### config.mk
export PLATFORM = sky130hd
export DESIGN_NAME = baud_gen
export DESIGN_NICKNAME = d
export VERILOG_FILES = /design/src/rtl/baud_pkg.sv /design/src/rtl/baud_div_regs.sv /design/src/rtl/baud_down_counter.sv /design/src/rtl/baud_out_stage.sv /design/src/rtl/baud_gen.sv
export SDC_FILE = /design/constraint.sdc
export NUM_CORES = 1
export LEC_CHECK = 0
export CAP_MARGIN = 5
export CELL_PAD_IN_SITES_DETAIL_PLACEMENT = 0
export CELL_PAD_IN_SITES_GLOBAL_PLACEMENT = 2
export CORE_MARGIN = 2
export CORE_UTILIZATION = 37
export CTS_BUF_LIST = sky130_fd_sc_hd__clkbuf_4 sky130_fd_sc_hd__clkbuf_8 sky130_fd_sc_hd__clkbuf_16
export DETAILED_ROUTE_END_ITERATION = 12
export PLACE_DENSITY_LB_ADDON = 0.12
export SYNTH_ARGS = -nofsm -noshare
export SYNTH_HDL_FRONTEND = slang
export SYNTH_SLANG_ARGS = --single-unit
### constraint.sdc
create_clock -name clk_i -period 3.2 [get_ports clk_i]
set_input_delay 0.64 -clock clk_i [delete_from_list [all_inputs] [get_ports clk_i]]
set_output_delay 0.64 -clock clk_i [all_outputs]
set_load 0.02 [all_outputs]
### src/rtl/baud_pkg.sv
package baud_pkg;
  localparam int unsigned BYTE_W = 8;

  typedef enum logic [1:0] {
    OFS_DIV_LO = 2'd0,
    OFS_DIV_HI = 2'd1
  } div_ofs_e;
endpackage

### src/rtl/baud_div_regs.sv
module baud_div_regs
  import baud_pkg::*;
#(
  parameter int unsigned DIV_W  = 16,
  parameter int unsigned ADDR_W = 3
) (
  input  logic              clk_i,
  input  logic              rst_ni,
  input  logic              wr_en_i,
  input  logic              dlab_i,
  input  logic [ADDR_W-1:0] addr_i,
  input  logic [BYTE_W-1:0] data_i,
  output logic [DIV_W-1:0]  div_o,
  output logic              load_o,
  output logic [DIV_W-1:0]  load_val_o
);
  localparam int unsigned NB = DIV_W / BYTE_W;

  logic [NB-1:0]    sel;
  logic [DIV_W-1:0] div_q;

  for (genvar b = 0; b < NB; b++) begin : g_sel
    assign sel[b] = wr_en_i && dlab_i && (addr_i == ADDR_W'(b));
  end

  // value the divisor takes after this cycle's write
  always_comb begin
    load_val_o = div_q;
    for (int b = 0; b < NB; b++) begin
      if (sel[b]) load_val_o[b*BYTE_W +: BYTE_W] = data_i;
    end
  end

  always_ff @(posedge clk_i or negedge rst_ni) begin
    if (!rst_ni) div_q <= '0;
    else if (|sel) div_q <= load_val_o;
  end

  assign load_o = |sel;
  assign div_o  = div_q;
endmodule

### src/rtl/baud_down_counter.sv
module baud_down_counter #(
  parameter int unsigned DIV_W = 16
) (
  input  logic             clk_i,
  input  logic             rst_ni,
  input  logic             ref_en_i,
  input  logic             load_i,
  input  logic [DIV_W-1:0] load_val_i,
  input  logic [DIV_W-1:0] div_i,
  output logic             hit_o,
  output logic [DIV_W-1:0] cnt_o
);
  logic [DIV_W-1:0] cnt_q;
  logic             run;

  assign run   = ref_en_i && (div_i != '0);
  // a reload takes priority and suppresses the tick
  assign hit_o = run && !load_i && (cnt_q <= DIV_W'(1));

  always_ff @(posedge clk_i or negedge rst_ni) begin
    if (!rst_ni) cnt_q <= '0;
    else if (load_i) cnt_q <= load_val_i;
    else if (run) begin
      if (cnt_q <= DIV_W'(1)) cnt_q <= div_i;
      else cnt_q <= cnt_q - DIV_W'(1);
    end
  end

  assign cnt_o = cnt_q;
endmodule

### src/rtl/baud_out_stage.sv
module baud_out_stage (
  input  logic clk_i,
  input  logic rst_ni,
  input  logic hit_i,
  input  logic clk_out_en_i,
  output logic tick_o,
  output logic baud_clk_o
);
  logic tick_q, clk_q;

  always_ff @(posedge clk_i or negedge rst_ni) begin
    if (!rst_ni) begin
      tick_q <= 1'b0;
      clk_q  <= 1'b0;
    end else begin
      tick_q <= hit_i;
      clk_q  <= hit_i && clk_out_en_i;
    end
  end

  assign tick_o     = tick_q;
  assign baud_clk_o = clk_q;
endmodule

### src/rtl/baud_gen.sv
module baud_gen
  import baud_pkg::*;
#(
  parameter int unsigned DIV_W  = 16,
  parameter int unsigned ADDR_W = 3
) (
  input  logic              clk_i,
  input  logic              rst_ni,
  input  logic              wr_en_i,
  input  logic              dlab_i,
  input  logic [ADDR_W-1:0] addr_i,
  input  logic [7:0]        wr_data_i,
  input  logic              ref_en_i,
  input  logic              clk_out_en_i,
  output logic              tick_o,
  output logic              baud_clk_o
);
  logic [DIV_W-1:0] div_q, load_val, cnt_q;
  logic             load, hit;

  baud_div_regs #(.DIV_W(DIV_W), .ADDR_W(ADDR_W)) u_regs (
    .clk_i     (clk_i),
    .rst_ni    (rst_ni),
    .wr_en_i   (wr_en_i),
    .dlab_i    (dlab_i),
    .addr_i    (addr_i),
    .data_i    (wr_data_i),
    .div_o     (div_q),
    .load_o    (load),
    .load_val_o(load_val)
  );

  baud_down_counter #(.DIV_W(DIV_W)) u_cnt (
    .clk_i     (clk_i),
    .rst_ni    (rst_ni),
    .ref_en_i  (ref_en_i),
    .load_i    (load),
    .load_val_i(load_val),
    .div_i     (div_q),
    .hit_o     (hit),
    .cnt_o     (cnt_q)
  );

  baud_out_stage u_out (
    .clk_i       (clk_i),
    .rst_ni      (rst_ni),
    .hit_i       (hit),
    .clk_out_en_i(clk_out_en_i),
    .tick_o      (tick_o),
    .baud_clk_o  (baud_clk_o)
  );
endmodule

# Word level (Yosys, flattened, before mapping)
# Index checks and enable logic that the tools add are counted.
word_totals:
  reg_bits: 34
  inputBits: 17
  out_inout_bits: 2
  wordCells: 24
op_classes:
  add_sub_neg: 1
  magnitude_cmp: 1
  eq_ne: 1
  mux: 5
  reduce_logical: 12
ops:
  columns: ["op", "count"]
  rows:
  - ["$mux 16", 3]
  - ["$le 16x1->1 const B", 1]
  - ["$mux 8", 2]
  - ["$reduce_bool 16->1", 1]
  - ["$sub 16x1->16 const B", 1]
  - ["$logic_and 1x1->1", 7]
  - ["$eq 3x1->1 const B", 1]
  - ["$logic_not 3->1", 1]
  - ["$reduce_bool 2->1", 1]
  - ["$reduce_or 2->1", 1]
  - ["$logic_not 1->1", 1]

# Depth between registers and ports, before layout
depth:
  word_depth: 7
  mapped_depth: 10
  mapped_depth_nobuf: 7

# Hierarchy
# Synthesis repeated with hierarchy kept, for this count alone.
unflattened:
  hier_cells: 229
  area_unflattened_um2: 2259.7
by_module_without_submodules:
  columns: ["module", "n_inst", "cells_per_inst", "area_per_inst_um2", "seq_area_each_um2"]
  rows:
  - ["baud_down_counter", 1, 172, 1338.8, 400.4]
  - ["baud_div_regs", 1, 54, 864.6, 400.4]
  - ["baud_out_stage", 1, 3, 56.3, 50.0]

# Worst setup path before layout
# Ideal clock, no wire load.
synth_timing:
  kind: "reg2reg"
  startpoint: "reg u_cnt.cnt_q[11], in the netlist u_cnt.cnt_o[11]"
  endpoint: "reg u_cnt.cnt_q[1], in the netlist u_cnt.cnt_o[1]"
  setup_time_ps: 142
  arrival_ps: 2157
  required_ps: 3058
  path_slack_ps: 901
  path_stages_with_launch: 9
  path_buffers: 3
  period_less_slack_ps: 2299
  cell_sequence: "dfrtp_1 or4_1 or3_1 buf_2 or2_1 buf_6 buf_8 o21ai_0 o221ai_1"
synth_via:
  elab_chain_cells: 4
synth_lines:
  columns: ["element", "line_no", "text"]
  rows:
  - ["from (decl)", "baud_down_counter.sv:13", "logic [DIV_W-1:0] cnt_q;"]
  - ["from (signal assigned)", "baud_down_counter.sv:22", "else if (load_i) cnt_q <= load_val_i;"]
  - ["from (signal assigned)", "baud_down_counter.sv:24", "if (cnt_q <= DIV_W'(1)) cnt_q <= div_i;"]
  - ["from (signal assigned)", "baud_down_counter.sv:25", "else cnt_q <= cnt_q - DIV_W'(1);"]
  - ["$le 16x1->1", "baud_down_counter.sv:24", null]
  - ["$mux 16", "baud_down_counter.sv:24", null]
  - ["$mux 16", "baud_down_counter.sv:23", "else if (run) begin"]
  - ["$mux 16", "baud_down_counter.sv:22", null]
# No other way between the ends. The select of a mux whose other input is x is not followed.
# A chain may end at the register's enable or synchronous reset.

# Worst setup path after layout
layout_timing:
  startpoint: "reg u_cnt.cnt_q[11], in the netlist u_cnt.cnt_o[11]"
  endpoint: "reg u_cnt.cnt_q[9], in the netlist u_cnt.cnt_o[9]"
# The elaborated chain is that of the path after synthesis.

==> key figures <==
Pwr
  – Power share of the sequential group: 0.406
  – Switch Pwr: 0.7189 mW
  – Power Internal: 1.150 mW
  – Comb pwr share: 0.375
  – P per Cell Area: 781.0 nW/um2
  – Leakage power: 1.046 nW
  – Switching share of power: 0.3846
  – Clk pwr share: 0.219
  – Max IR drop VDD: 0.3065 mV

Global routing
  – First-pass GRT wire length: 9156 um
  – Vias in the first global route: 1669
  – Pin count of the biggest net entering global routing: 35
  – Initial antenna violation count: 0
  – Total Routing Usage GR: 0.1939
  – Gr ovfl total: 0

STA
  – Tcrit/Tclk final: 0.8338
  – Tightest Pin Transition: 810.2 ps
  – Setup Skew: 6.206 ps
  – Tmin final: 2668 ps
  – Slew HR: 0.4599
  – Fin. max-slew vios: 0
  – Final setup fails: 0
  – Final hold slack: 532.2 ps
  – FMAX: 374.8 MHz
  – Final setup TNS: 0 ps
  – Final hold violations: 0
  – Unrepaired setup endpoints after global routing: no
  – Fin worst setup slack: 532.0 ps

Synth
  – Most common cell in the netlist: dfrtp_1
  – Top-area cell type share of the netlist area: 0.4187
  – Sequential share of the synthesized area: 0.4187
  – Synth warn: 0
  – Syn Inst Count: 199
  – Synthesized Nets: 218
  – Synth unique cells: 36
  – Synth area leaders: dfrtp_1, mux2i_1, mux2_2, o221ai_1, xnor2_1
  – Ys flop type: dfrtp_1
  – Synth cell count leaders: dfrtp_1, mux2i_1, nand2_1, mux2_2
  – Yosys reg bits: 34
  – Mean post-synth cell area: 10.21 um2
  – Asr flop ratio synth: 1.000
  – Post-synth EDFFs: 0
  – Cell area after synthesis: 2032 um2
  – Area leader, netlist: dfrtp_1

Placed design
  – IO buf count: 18
  – Post-placement setup slack: 540.6 ps
  – DP HPWL: 3852 um
  – GPL Wtd Cong: 0.7683

Clock network
  – Post-cts sizing count: 0
  – CTS Buf Count: 5
  – Post-CTS Hold Buffers: 0
  – Clk pin slew, worst setup/hold paths: 80 ps
  – CTS tree: built
  – Depth of the CTS H-tree: 2
  – Maximum clock path buffer count: 2
  – # Post-CTS Setup Buffers: 0
  – Clk sinks: 34
  – Root Buffer Master: clkbuf_8
  – Latest clock arrival within the worst-skew pair: 290 ps

Drt
  – Final antenna-violating net count: 0
  – Initial DRC count: 136
  – Via density: 5.707
  – Routed WL per cell: 18.27 um
  – Initial DRT Pass Iterations: 4
  – # DRC: 0
  – Final wirelength: 5299 um
  – Vias: 1655

Cells and area
  – Fillers: 517
  – Layout cells sized above 1: 0.1318
  – Area Growth Syn to Fin: 17.80%
  – Final Net Count: 238
  – Ant diodes: 0

Floorplanning
  – Area of the core: 5205 um2
  – Io pins: 19
  – DIE AREA: 6100 um2
  – Row count: 26
  – Initial Util: 0.3904
  – Die extent in x: 78.11 um
  – DIE HEIGHT: 78.11 um

Worst setup path
  – CP cell instances: or4_1 > or3_1 > or2_1 > mux2i_1 > o221ai_1
  – Critical Path Max Stage Delay: 570 ps
  – Maximum fanout along the worst path: 16
  – CP bufs+invs: 0
  – CP Class: reg2reg
  – CP Capture Type: register
  – Startpoint types: register
  – Critical Path RT: 3330 ps
  – Largest delay share family, worst path: simple AND/OR/NAND/NOR gates
  – Reg-to-reg slack, setup: 530 ps
  – Critical Path AT: 2800 ps
  – CP max stage cell: or2_1

Run status
  – Outcome: finished, final reports clean

Run
  – Max cap viols: 0

Worst hold path
  – Path type of the worst min-delay path: reg2reg
## flip-flops by register name, indices dropped and copies added (netlist names)
signal / cells
u_cnt.cnt_o: 16
u_regs.div_o: 16
u_out.baud_clk_o: 1
u_out.tick_o: 1
## logic make-up after synthesis
kind of cell / share of synthesized area
buffers and inverters: 0.03940
adder cells (fa/ha/maj): 0.01231
AND/OR/NAND/NOR: 0.1521
flip-flops: 0.4187
multiplexers: 0.2118
XOR/XNOR: 0.05172
AO/OA/AOI/OAI: 0.1139
## metrics by stage
stage | power (mW) | cells | area [um2] | util
2_1_floorplan | 1.250 | 199 | 2032 | -
3_3_place_gp | 1.440 | 282 | 2280 | 0.4380
3_5_place_dp | 1.461 | 282 | 2280 | 0.4380
4_1_cts | 1.878 | 290 | 2394 | 0.4599
5_1_grt | 2.015 | 290 | 2394 | 0.4599
6_report | 1.869 | 290 | 2394 | 0.4599
## final cells by class
| cell class | count | area, um2 | share of cell area |
|---|---|---|---|
| Clock buffer | 5 | 68.82 | 0.02875 |
| Clock inverter | 3 | 45.04 | 0.01882 |
| Inverter | 6 | 22.52 | 0.009409 |
| Multi-Input combinational cell | 149 | 1101 | 0.4600 |
| Sequential cell | 34 | 850.8 | 0.3555 |
| Tap cell | 70 | 87.58 | 0.03659 |
| Timing Repair Buffer | 23 | 217.7 | 0.09096 |
## cells in the final DEF, fill, tap and decap left out, drive strengths merged, types with 2 or more instances in the layout
cell type / count
o221ai: 14
nor3: 7
nand4b: 2
a21oi: 4
ha: 2
dfrtp: 34
mux2: 16
o21ai: 8
mux2i: 25
nand3: 3
inv: 6
nor4b: 2
clkbuf: 5
clkdlybuf4s50: 18
nand2: 20
clkinvlp: 2
nand3b: 2
buf: 5
nor2: 14
nor4: 6
xnor2: 11
## tightest hold or removal path: stages, from the launching register on
cell	delay (ps)
dfrtp_1	380
nand2_1	60
o221ai_1	60
## worst paths after layout
kind,start,to,cells after the start
setup / recovery,u_cnt.cnt_o[11]$_DFFE_PN0P_,u_cnt.cnt_o[9]$_DFFE_PN0P_,5
hold / removal,u_cnt.cnt_o[14]$_DFFE_PN0P_,u_cnt.cnt_o[14]$_DFFE_PN0P_,2
setup reg to reg,u_cnt.cnt_o[11]$_DFFE_PN0P_,u_cnt.cnt_o[9]$_DFFE_PN0P_,5
hold reg to reg,u_cnt.cnt_o[14]$_DFFE_PN0P_,u_cnt.cnt_o[14]$_DFFE_PN0P_,2
max in group asynchronous,rst_ni,u_cnt.cnt_o[9]$_DFFE_PN0P_,2
min in group asynchronous,rst_ni,u_cnt.cnt_o[6]$_DFFE_PN0P_,2
## power by group through the flow
stage / sequential, mW / combinational, mW / clock, mW
2_1_floorplan: 0.698 / 0.552 / 0
3_3_place_gp: 0.757 / 0.683 / 0
3_5_place_dp: 0.764 / 0.697 / 0
4_1_cts: 0.755 / 0.704 / 0.420
5_1_grt: 0.787 / 0.786 / 0.443
6_report: 0.759 / 0.702 / 0.409
## per-layer routing
metal	track usage	part of all wire
met5	0	0
met4	0.06140	0.014
met3	0.03678	0.054
met2	0.2862	0.46
met1	0.2861	0.47
No activity file was read; power rests on OpenSTA's default activity.
